[src/rtl/dirc_pkg.sv]
package dirc_pkg;
  typedef enum logic [1:0] {
    LINE_I = 2'd0,
    LINE_S = 2'd1,
    LINE_M = 2'd2
  } line_st_e;

  typedef enum logic [1:0] {
    PRB_NONE      = 2'd0,
    PRB_BCAST_INV = 2'd1,
    PRB_FWD       = 2'd2,
    PRB_OWN_INV   = 2'd3
  } probe_e;

  typedef enum logic [1:0] {
    SQ_IDLE,
    SQ_ISSUE,
    SQ_WAIT,
    SQ_DONE
  } seq_e;
endpackage

[src/rtl/dir_table.sv]
module dir_table #(
  parameter int NUM_ENTRIES = 8,
  parameter int IDX_W       = 3,
  parameter int TAG_W       = 5,
  parameter int CORE_W      = 2
) (
  input  logic                  clk_i,
  input  logic                  rst_ni,
  input  logic [IDX_W-1:0]      rd_idx_i,
  output logic [TAG_W-1:0]      rd_tag_o,
  output dirc_pkg::line_st_e    rd_state_o,
  output logic [CORE_W-1:0]     rd_owner_o,
  input  logic                  wr_en_i,
  input  logic [IDX_W-1:0]      wr_idx_i,
  input  logic [TAG_W-1:0]      wr_tag_i,
  input  dirc_pkg::line_st_e    wr_state_i,
  input  logic [CORE_W-1:0]     wr_owner_i
);
  import dirc_pkg::*;

  logic [TAG_W-1:0]  tag_q   [NUM_ENTRIES];
  line_st_e          state_q [NUM_ENTRIES];
  logic [CORE_W-1:0] owner_q [NUM_ENTRIES];

  always_ff @(posedge clk_i or negedge rst_ni) begin
    if (!rst_ni) begin
      for (int e = 0; e < NUM_ENTRIES; e++) begin
        tag_q[e]   <= '0;
        state_q[e] <= LINE_I;
        owner_q[e] <= '0;
      end
    end else if (wr_en_i) begin
      tag_q[wr_idx_i]   <= wr_tag_i;
      state_q[wr_idx_i] <= wr_state_i;
      owner_q[wr_idx_i] <= wr_owner_i;
    end
  end

  assign rd_tag_o   = tag_q[rd_idx_i];
  assign rd_state_o = state_q[rd_idx_i];
  assign rd_owner_o = owner_q[rd_idx_i];
endmodule

[src/rtl/dir_policy.sv]
module dir_policy #(
  parameter int NUM_CORES = 4,
  parameter int CORE_W    = 2,
  parameter int ACK_W     = 3
) (
  input  logic               is_store_i,
  input  logic               hit_i,
  input  dirc_pkg::line_st_e st_i,
  input  logic [CORE_W-1:0]  owner_i,
  input  logic [CORE_W-1:0]  core_i,
  output dirc_pkg::probe_e   kind_o,
  output logic [CORE_W-1:0]  target_o,
  output logic [ACK_W-1:0]   acks_o,
  output dirc_pkg::line_st_e next_st_o,
  output logic [CORE_W-1:0]  next_owner_o
);
  import dirc_pkg::*;

  localparam logic [ACK_W-1:0] BCAST_ACKS = ACK_W'(NUM_CORES - 1);

  line_st_e          eff_st;
  logic [CORE_W-1:0] eff_owner;

  // a tag miss behaves as a freshly allocated invalid slot
  assign eff_st    = hit_i ? st_i : LINE_I;
  assign eff_owner = hit_i ? owner_i : '0;

  always_comb begin
    kind_o   = PRB_NONE;
    target_o = eff_owner;
    acks_o   = ACK_W'(1);
    if (is_store_i) begin
      unique case (eff_st)
        LINE_S: begin
          kind_o   = PRB_BCAST_INV;
          target_o = core_i;
          acks_o   = BCAST_ACKS;
        end
        LINE_M:  kind_o = PRB_OWN_INV;
        default: kind_o = PRB_NONE;
      endcase
    end else if (eff_st == LINE_M) begin
      kind_o = PRB_FWD;
    end
  end

  assign next_st_o    = is_store_i ? LINE_M : LINE_S;
  assign next_owner_o = is_store_i ? core_i : eff_owner;
endmodule

[src/rtl/dir_seq.sv]
module dir_seq #(
  parameter int ADDR_W = 8,
  parameter int CORE_W = 2,
  parameter int ACK_W  = 3
) (
  input  logic               clk_i,
  input  logic               rst_ni,
  input  logic               req_valid_i,
  input  logic [ADDR_W-1:0]  req_addr_i,
  output logic               req_ready_o,
  output logic               accept_o,
  input  dirc_pkg::probe_e   kind_i,
  input  logic [CORE_W-1:0]  target_i,
  input  logic [ACK_W-1:0]   acks_i,
  input  dirc_pkg::line_st_e next_st_i,
  input  logic [CORE_W-1:0]  next_owner_i,
  input  logic               ack_i,
  output logic               probe_valid_o,
  output dirc_pkg::probe_e   probe_kind_o,
  output logic [CORE_W-1:0]  probe_core_o,
  output logic [ADDR_W-1:0]  probe_addr_o,
  output logic               resp_valid_o,
  output dirc_pkg::line_st_e resp_state_o,
  output logic [CORE_W-1:0]  resp_owner_o,
  output logic               wr_en_o
);
  import dirc_pkg::*;

  seq_e              state_q;
  probe_e            kind_q;
  logic [CORE_W-1:0] target_q, owner_q;
  logic [ADDR_W-1:0] addr_q;
  logic [ACK_W-1:0]  rem_q;
  line_st_e          nst_q;

  assign req_ready_o = (state_q == SQ_IDLE);
  assign accept_o    = req_ready_o && req_valid_i;

  always_ff @(posedge clk_i or negedge rst_ni) begin
    if (!rst_ni) begin
      state_q  <= SQ_IDLE;
      kind_q   <= PRB_NONE;
      target_q <= '0;
      owner_q  <= '0;
      addr_q   <= '0;
      rem_q    <= '0;
      nst_q    <= LINE_I;
    end else begin
      unique case (state_q)
        SQ_IDLE: if (accept_o) begin
          kind_q   <= kind_i;
          target_q <= target_i;
          owner_q  <= next_owner_i;
          addr_q   <= req_addr_i;
          rem_q    <= acks_i;
          nst_q    <= next_st_i;
          state_q  <= (kind_i == PRB_NONE) ? SQ_DONE : SQ_ISSUE;
        end
        SQ_ISSUE, SQ_WAIT: begin
          if (ack_i) begin
            if (rem_q == ACK_W'(1)) state_q <= SQ_DONE;
            else begin
              rem_q   <= rem_q - ACK_W'(1);
              state_q <= SQ_WAIT;
            end
          end else begin
            state_q <= SQ_WAIT;
          end
        end
        default: state_q <= SQ_IDLE;
      endcase
    end
  end

  assign probe_valid_o = (state_q == SQ_ISSUE);
  assign probe_kind_o  = kind_q;
  assign probe_core_o  = target_q;
  assign probe_addr_o  = addr_q;
  assign resp_valid_o  = (state_q == SQ_DONE);
  assign resp_state_o  = nst_q;
  assign resp_owner_o  = owner_q;
  assign wr_en_o       = resp_valid_o;

  AST_PROBE_PULSE: assert property (@(posedge clk_i) disable iff (!rst_ni)
    probe_valid_o |=> !probe_valid_o);
  AST_PROBE_KIND: assert property (@(posedge clk_i) disable iff (!rst_ni)
    probe_valid_o |-> probe_kind_o != PRB_NONE);
  AST_ACCEPT_BLOCKS: assert property (@(posedge clk_i) disable iff (!rst_ni)
    accept_o |=> !req_ready_o);
  AST_NO_EARLY_RESP: assert property (@(posedge clk_i) disable iff (!rst_ni)
    probe_valid_o |-> !resp_valid_o);
  AST_RESP_THEN_READY: assert property (@(posedge clk_i) disable iff (!rst_ni)
    resp_valid_o |=> req_ready_o);
endmodule

[src/rtl/dir_home_ctrl.sv]
module dir_home_ctrl #(
  parameter int NUM_CORES   = 4,
  parameter int NUM_ENTRIES = 8,
  parameter int ADDR_W      = 8,
  parameter int CORE_W      = $clog2(NUM_CORES)
) (
  input  logic              clk_i,
  input  logic              rst_ni,
  input  logic              req_valid_i,
  output logic              req_ready_o,
  input  logic              req_store_i,
  input  logic [ADDR_W-1:0] req_addr_i,
  input  logic [CORE_W-1:0] req_core_i,
  output logic              probe_valid_o,
  output logic [1:0]        probe_kind_o,
  output logic [CORE_W-1:0] probe_core_o,
  output logic [ADDR_W-1:0] probe_addr_o,
  input  logic              ack_i,
  output logic              resp_valid_o,
  output logic [1:0]        resp_state_o,
  output logic [CORE_W-1:0] resp_owner_o
);
  import dirc_pkg::*;

  localparam int IDX_W = $clog2(NUM_ENTRIES);
  localparam int TAG_W = ADDR_W - IDX_W;
  localparam int ACK_W = $clog2(NUM_CORES) + 1;

  logic [TAG_W-1:0]  rd_tag;
  line_st_e          rd_state;
  logic [CORE_W-1:0] rd_owner;
  logic              hit, accept, wr_en;
  probe_e            kind, p_kind;
  logic [CORE_W-1:0] target, next_owner;
  logic [ACK_W-1:0]  acks;
  line_st_e          next_st, r_state;

  dir_table #(
    .NUM_ENTRIES(NUM_ENTRIES), .IDX_W(IDX_W), .TAG_W(TAG_W), .CORE_W(CORE_W)
  ) u_table (
    .clk_i      (clk_i),
    .rst_ni     (rst_ni),
    .rd_idx_i   (req_addr_i[IDX_W-1:0]),
    .rd_tag_o   (rd_tag),
    .rd_state_o (rd_state),
    .rd_owner_o (rd_owner),
    .wr_en_i    (wr_en),
    .wr_idx_i   (probe_addr_o[IDX_W-1:0]),
    .wr_tag_i   (probe_addr_o[ADDR_W-1:IDX_W]),
    .wr_state_i (r_state),
    .wr_owner_i (resp_owner_o)
  );

  assign hit = (rd_tag == req_addr_i[ADDR_W-1:IDX_W]);

  dir_policy #(
    .NUM_CORES(NUM_CORES), .CORE_W(CORE_W), .ACK_W(ACK_W)
  ) u_policy (
    .is_store_i   (req_store_i),
    .hit_i        (hit),
    .st_i         (rd_state),
    .owner_i      (rd_owner),
    .core_i       (req_core_i),
    .kind_o       (kind),
    .target_o     (target),
    .acks_o       (acks),
    .next_st_o    (next_st),
    .next_owner_o (next_owner)
  );

  dir_seq #(
    .ADDR_W(ADDR_W), .CORE_W(CORE_W), .ACK_W(ACK_W)
  ) u_seq (
    .clk_i         (clk_i),
    .rst_ni        (rst_ni),
    .req_valid_i   (req_valid_i),
    .req_addr_i    (req_addr_i),
    .req_ready_o   (req_ready_o),
    .accept_o      (accept),
    .kind_i        (kind),
    .target_i      (target),
    .acks_i        (acks),
    .next_st_i     (next_st),
    .next_owner_i  (next_owner),
    .ack_i         (ack_i),
    .probe_valid_o (probe_valid_o),
    .probe_kind_o  (p_kind),
    .probe_core_o  (probe_core_o),
    .probe_addr_o  (probe_addr_o),
    .resp_valid_o  (resp_valid_o),
    .resp_state_o  (r_state),
    .resp_owner_o  (resp_owner_o),
    .wr_en_o       (wr_en)
  );

  assign probe_kind_o = p_kind;
  assign resp_state_o = r_state;

  AST_FWD_TO_OWNER: assert property (@(posedge clk_i) disable iff (!rst_ni)
    (accept && hit && rd_state == LINE_M && !req_store_i)
      |=> (probe_valid_o && p_kind == PRB_FWD && probe_core_o == $past(rd_owner)));
  AST_MISS_NO_PROBE: assert property (@(posedge clk_i) disable iff (!rst_ni)
    (accept && !hit) |=> !probe_valid_o);
endmodule

[config.mk]
export PLATFORM = sky130hd
export DESIGN_NAME = dir_home_ctrl
export DESIGN_NICKNAME = d
export VERILOG_FILES = /design/src/rtl/dirc_pkg.sv /design/src/rtl/dir_table.sv /design/src/rtl/dir_policy.sv /design/src/rtl/dir_seq.sv /design/src/rtl/dir_home_ctrl.sv
export SDC_FILE = /design/constraint.sdc
export NUM_CORES = 1
export LEC_CHECK = 0
export BUFFER_PORTS_ARGS = -buffer_cell sky130_fd_sc_hd__buf_4
export CAP_MARGIN = 10
export CORE_AREA = 3 3 114 143
export CTS_CLUSTER_SIZE = 28
export DETAILED_ROUTE_END_ITERATION = 8
export DIE_AREA = 0 0 117 146
export PLACE_DENSITY_LB_ADDON = 0.25
export SLEW_MARGIN = 20
export SYNTH_ARGS = -nofsm -noshare
export SYNTH_HDL_FRONTEND = slang
export SYNTH_SLANG_ARGS = --single-unit
[constraint.sdc]
create_clock -name clk_i -period 3.9 [get_ports clk_i]
set_input_delay 0 -clock clk_i [delete_from_list [all_inputs] [get_ports clk_i]]
set_output_delay 0 -clock clk_i [all_outputs]
set_load 0.05 [all_outputs]
Yosys cells after proc, flatten, opt, wreduce, memory -nomap -nowiden --
Index checks and enable logic that the tools add are counted.
Cells by class: add/subtract/negate cells 1, magnitude comparators 3, equal/unequal tests 10, multiplexer cells 36, bitwise gates (word level) 2, reduce and logical (&&, ||, !) cells 8
Operators with widths (count):
- $bwmux W40 | 1
- $bwmux W16 | 2
- $mux W2 | 16
- $bmux W5 S3 | 1
- $demux W5 S3 | 1
- $mux W5 | 3
- $bmux W2 S3 | 2
- $mux W3 | 4
- $ge A4 B4 Y1 const B | 2
- $not A3 Y4 | 2
- $pmux W2 S2 | 2
- $demux W2 S3 | 1
- $eq A2 B2 Y1 const B | 3
- $ne A2 B2 Y1 const B | 3
- $pmux W3 S2 | 1
- $eq A5 B5 Y1 | 1
- $eq A2 B1 Y1 const B | 2
- $logic_not A2 Y1 | 2
- $lt A4 B1 Y1 const B | 1
- $reduce_and A4 Y1 | 1
- $eq A3 B1 Y1 const B | 1
- $sub A3 B1 Y3 const B | 1
- $logic_and A1 B1 Y1 | 2
- $mux W1 | 2
- other kinds (3) | 3
Word-level totals: bits in registers 93, input bits 15, word-level logic and storage cells 91

Logic depth before layout (Yosys ltp) --
word-level depth 13, mapped depth 12, depth with buffers taken out 10

Hierarchy --
A second synthesis with hierarchy kept.
Second synthesis, totals: cells, all modules 306, area total of the unflattened synthesis 4570.6 µm²
By module, submodules not included:
- dir_table | times used 1, cells an instance 191, area an instance 3352.0 µm², seq. area each 1801.7 µm²
- dir_seq | times used 1, cells an instance 81, area an instance 988.4 µm², seq. area each 525.5 µm²
- dir_policy | times used 1, cells an instance 27, area an instance 171.4 µm², seq. area each 0.0 µm²
- dir_home_ctrl | times used 1, cells an instance 7, area an instance 58.8 µm², seq. area each 0.0 µm²

Worst setup path before layout --
No wires, ideal clock.
path kind register to register, start point register u_table.tag_q[3] in the netlist's numbering, end point register u_seq.state_q[1], arrival 2.311 ns, path slack 1.458 ns, stages on the path, launching flop included 11, path buffers 0, cells stage by stage dfrtp_1 mux2i_1 mux4_2 xnor2_1 nor4_2 and3_1 inv_1 ha_1 nand2b_1 a31oi_1 o31ai_1
Between the ends: word-level cells in the longest chain between the ends 12
RTL lines:
- start: declaration | line dir_table.sv:21 | logic [TAG_W-1:0] tag_q [NUM_ENTRIES];
- start signal: indexed assignment | line dir_table.sv:33 | tag_q[wr_idx_i] <= wr_tag_i;
- $bmux W5 S3 (*) | line dir_table.sv:39 | assign rd_tag_o = tag_q[rd_idx_i];
- $mux W5 (implied by the code) (*) (2 in series) | line dir_table.sv:39
- $eq A5 B5 Y1 (*) | line dir_home_ctrl.sv:54 | assign hit = (rd_tag == req_addr_i[ADDR_W-1:IDX_W]);
- $mux W2 (*) | line dir_policy.sv:25 | assign eff_st = hit_i ? st_i : LINE_I;
- $eq A2 B2 Y1 / $eq A2 B1 Y1 (equally long branches) | line dir_policy.sv:33, dir_policy.sv:42
- $pmux W2 S2 / $mux W2 (equally long branches) | line dir_policy.sv:33, dir_policy.sv:42
- $mux W2 (*) | line dir_policy.sv:32 | if (is_store_i) begin
- $logic_not A2 Y1 (*) | line dir_seq.sv:57 | state_q <= (kind_i == PRB_NONE) ? SQ_DONE : SQ_ISSUE;
- $mux W2 (*) | line dir_seq.sv:57
- $mux W2 (*) | line dir_seq.sv:50 | SQ_IDLE: if (accept_o) begin
- $pmux W2 S2 (*) | line dir_seq.sv:49 | unique case (state_q)
- end signal: assignment | line dir_seq.sv:57
- end: declaration | line dir_seq.sv:29 | seq_e state_q;
Every way passes the cells marked *; elsewhere a longest branch is shown, timed or not. The select of a mux whose other input is x is not followed. A chain may end at the register's enable or synchronous reset.

Final worst setup path --
start point register u_table.tag_q[20] in the netlist's numbering, end point register u_seq.state_q[1]
Same word-level chain as after synthesis.

==> metrics.txt <==
result of the run complete, no violations; tightest slew margin relative to the limit 0.276; maximum number of pins on one net before global-route repair 61; first-pass GRT wire length 16400 um; setup repair after global routing missed its margin no; share of the synthesized area in the top cell type 0.519; count of nets left with antenna violations after detail routing 0; cell taking the most area after synthesis sky130_fd_sc_hd__dfrtp_1; estimated wirelength of the detail-placed design 6440 um; number of antenna violations at the first check in global routing 0; arrival time of the worst setup path 3.03 ns; Post-Synthesis Net Count 350; Hold Startpoint ack_i; number of DRC violations after detailed routing 0; clock tree buffer depth 2; IO buf count 33; GR Overflow Total 0; Seq cells post-synth 93; number of antenna diodes 0; final count of hold timing violations 0; count of TritonRoute iterations in the first routing pass 4; clock tree from TritonCTS done; Worst Skew 0.00769 ns; Leakage 2.43 nW; Worst Max-Slew Pin Slew 1.08 ns; maximum clock rate 353 MHz; violation count after the first detailed-routing iteration 168; core area 15000 sq um; largest family of logic cells by synthesized area multiplexers; sequential-to-total area share from yosys stat 0.519; area of the mapped netlist 4480 sq um; type of the tightest min-delay check input pin to flip-flop; I/O pin cnt 34; worst flop-to-flop path startpoint u_table.tag_q[20]; insertion delay to the later sink of the worst-skew pair ~0.33 ns; Reg power frac 0.434; sinks on the clock net 93; type of origin of the critical path flip-flop; fraction of layout instances using a drive strength above 1 0.372; average cell area after synthesis 13.7 sq um; max-slew violation count 0; final net count 390; FF-to-FF setup slack 1.07 ns; Power per Cell Area between 700 and 800 nW/um^2; final routed wirelength across all metal layers about 10000 um; compound-cell area share of the yosys netlist 0.0237; shortest clock period the worst path allows after layout 2.83 ns; Post-CTS Repair Setup Buffers 0; most frequent cells in the layout 93 x sky130_fd_sc_hd__dfrtp_1, 75 x sky130_fd_sc_hd__mux2_2, 36 x sky130_fd_sc_hd__nand2_1, 36 x sky130_fd_sc_hd__buf_4, 19 x sky130_fd_sc_hd__mux2i_1; worst endpoint required time 4.10 ns; R2R Path End u_seq.state_q[1]; final core utilization 0.346; hold path cells 3; chip width 117 um; fin area around 5200 sq um; Post-DP Area 4840 sq um; CP Class flip-flop to flip-flop; Total Power Consumption ~3.8 mW; Synth area leaders sky130_fd_sc_hd__dfrtp_1 52%, sky130_fd_sc_hd__mux2_2 19%, sky130_fd_sc_hd__mux4_2 5.0%; final RePlAce weighted congestion 0.718; Sum Neg Setup Slack 0 ns; cell internal power dissipation 2.41 mW; fin cells 553; peak supply drop 0.270 mV; starting density of the core 0.298; worst r2r path cells 10; placed insts 529; Clk Tree Root Cell sky130_fd_sc_hd__clkbuf_16; share of synthesized cell area in full adder, half adder and majority cells 0.0223; switching power share of the total 0.370; Die Y 146 um; count of max-cap constraint violations 0; Worst Hold Endpoint u_seq.state_q[0]; number of buffers inserted during clock tree synthesis 9; # H-tree levels 3; global router's overall resource usage 0.126; routed via count 2715; number of library cell types mapped by synthesis 32; count of fill cells added during filler insertion ~1500; switching power 1.41 mW; leading cell type in the layout, fill and taps excluded sky130_fd_sc_hd__dfrtp_1; share of the synthesized netlist area taken by xor and xnor gates 0.0117; Gate Count Post-Synth 327; fraction of power consumed by combinational cells 0.359; via count of the first global-routing pass ~3000; count of warnings emitted by yosys 0; Synth Area in Simple Gates 0.0757; register clock-pin slew on the reported worst setup and hold paths 0.06 ns; capturing element type of the critical path flip-flop; Area Growth Syn to Fin 15.9%; part of the total power dissipated in the clock network 0.207; number of vias per cell 4.91; final clock period utilization by the worst path 0.726; area of the die 17100 sq um; Critical Path Fanout Max 6; final-report setup violation count 0; floorplan row count 50; portion of netlist area occupied by mux cells 0.310; routed length per placed instance 18.1 um
==> layout make-up <==
cell class	instances	area, sq um	area share
Clock inverter	2	10.0	0.00193
Tap cell	182	228	0.0438
Clock buffer	13	250	0.0482
Multi-Input combinational cell	211	1990	0.384
Sequential cell	93	2330	0.448
Inverter	7	26.3	0.00506
Timing Repair Buffer	45	360	0.0694
==> how the worst max path moves through the flow <==
stage | start | to | slack [ns] | depth (start not counted)
floorplan | u_table.tag_q[3] | u_seq.state_q[1] | 1.46 | 10
global placement | req_addr_i[1] | u_seq.state_q[1] | 1.09 | 11
detailed placement | req_addr_i[1] | u_seq.state_q[1] | 1.0 | 10
CTS | u_table.tag_q[35] | u_seq.state_q[1] | 1.05 | 10
global route | u_table.tag_q[20] | u_seq.state_q[1] | 0.85 | 10
finish | u_table.tag_q[20] | u_seq.state_q[1] | 1.07 | 10
==> critical path, stage by stage (launching register included) <==
cell                       delay, ns
sky130_fd_sc_hd__dfrtp_1        0.35
sky130_fd_sc_hd__mux2i_1        0.07
sky130_fd_sc_hd__mux4_1         0.54
sky130_fd_sc_hd__xnor2_1        0.17
sky130_fd_sc_hd__nor4_2         0.56
sky130_fd_sc_hd__and3_1         0.31
sky130_fd_sc_hd__inv_1          0.06
sky130_fd_sc_hd__ha_1           0.25
sky130_fd_sc_hd__nand2b_1       0.15
sky130_fd_sc_hd__a31oi_1        0.16
sky130_fd_sc_hd__o31ai_1        0.08
==> cells by family (layout without fill, tap and decap cells) <==
| family | after synthesis | after routing |
|---|---|---|
| adder cells (fa/ha/maj) | 8 | 8 |
| multiplexers | 109 | 109 |
| AO/OA/AOI/OAI | 18 | 18 |
| flip-flops | 93 | 93 |
| buffers and inverters | 23 | 67 |
| AND/OR/NAND/NOR | 70 | 70 |
| XOR/XNOR | 6 | 6 |
==> layer usage <==
layer	GRT usage	wire, um	vias up
met5	0	0	-
met4	0.0453	206	0
met3	0.0233	350	14
met2	0.200	4820	45
met1	0.170	4620	1403
li1	-	-	1253
==> flip-flops by register name (all words and copies together), names as in the netlist <==
name                cells
u_table.tag_q          40
u_table.owner_q        16
u_table.state_q        16
u_seq.probe_addr_o      8
u_seq.rem_q             3
u_seq.probe_core_o      2
u_seq.probe_kind_o      2
u_seq.resp_owner_o      2
u_seq.resp_state_o      2
u_seq.state_q           2
==> power by group through the flow <==
stage / clock network, mW / logic [mW] / registers [mW]
after floorplan: 0 / 0.845 / 1.80
after global placement: 0 / 1.36 / 1.66
after detailed placement: 0 / 1.39 / 1.67
after CTS: 0.819 / 1.40 / 1.66
after global routing: 0.862 / 1.52 / 1.72
final: 0.793 / 1.37 / 1.66
==> repair_timing <==
item,in CTS,in global routing
endpoints found under the setup margin,0,0
resized for setup,0,0
hold endpoints to repair,70,0
hold buffers,9,0
==> metrics by stage <==
step | setup WS (ns) | hold WS (ns)
6_report | 1.07 | 0.0145
5_1_grt | 0.849 | 0.0317
4_1_cts | 1.05 | 0.00218
3_5_place_dp | 0.997 | 0.125
3_3_place_gp | 1.09 | 0.106
2_1_floorplan | 1.46 | -0.296
==> cell usage after synthesis <==
master	number
sky130_fd_sc_hd__a31oi_1	5
sky130_fd_sc_hd__and2_2	1
sky130_fd_sc_hd__xor2_1	1
sky130_fd_sc_hd__buf_6	6
sky130_fd_sc_hd__nand2b_1	3
sky130_fd_sc_hd__ha_1	8
sky130_fd_sc_hd__clkbuf_8	2
sky130_fd_sc_hd__nor3_2	2
sky130_fd_sc_hd__mux4_1	4
sky130_fd_sc_hd__a22oi_1	2
sky130_fd_sc_hd__o21a_1	1
sky130_fd_sc_hd__mux4_2	10
sky130_fd_sc_hd__and3_1	5
sky130_fd_sc_hd__nand2_1	36
sky130_fd_sc_hd__dfrtp_1	93
sky130_fd_sc_hd__mux2_2	75
sky130_fd_sc_hd__a21oi_1	6
sky130_fd_sc_hd__mux2i_1	19
sky130_fd_sc_hd__nand4_1	1
sky130_fd_sc_hd__nand4b_1	3
sky130_fd_sc_hd__buf_12	1
sky130_fd_sc_hd__nor2_1	11
sky130_fd_sc_hd__o21ai_0	3
sky130_fd_sc_hd__clkbuf_1	7
sky130_fd_sc_hd__inv_1	7
sky130_fd_sc_hd__nor4_2	1
sky130_fd_sc_hd__nand3_1	1
sky130_fd_sc_hd__mux2i_4	1
sky130_fd_sc_hd__o31ai_1	1
sky130_fd_sc_hd__nor3_1	4
sky130_fd_sc_hd__nor3b_1	2
sky130_fd_sc_hd__xnor2_1	5
No activity file was read; power rests on OpenSTA's default activity.
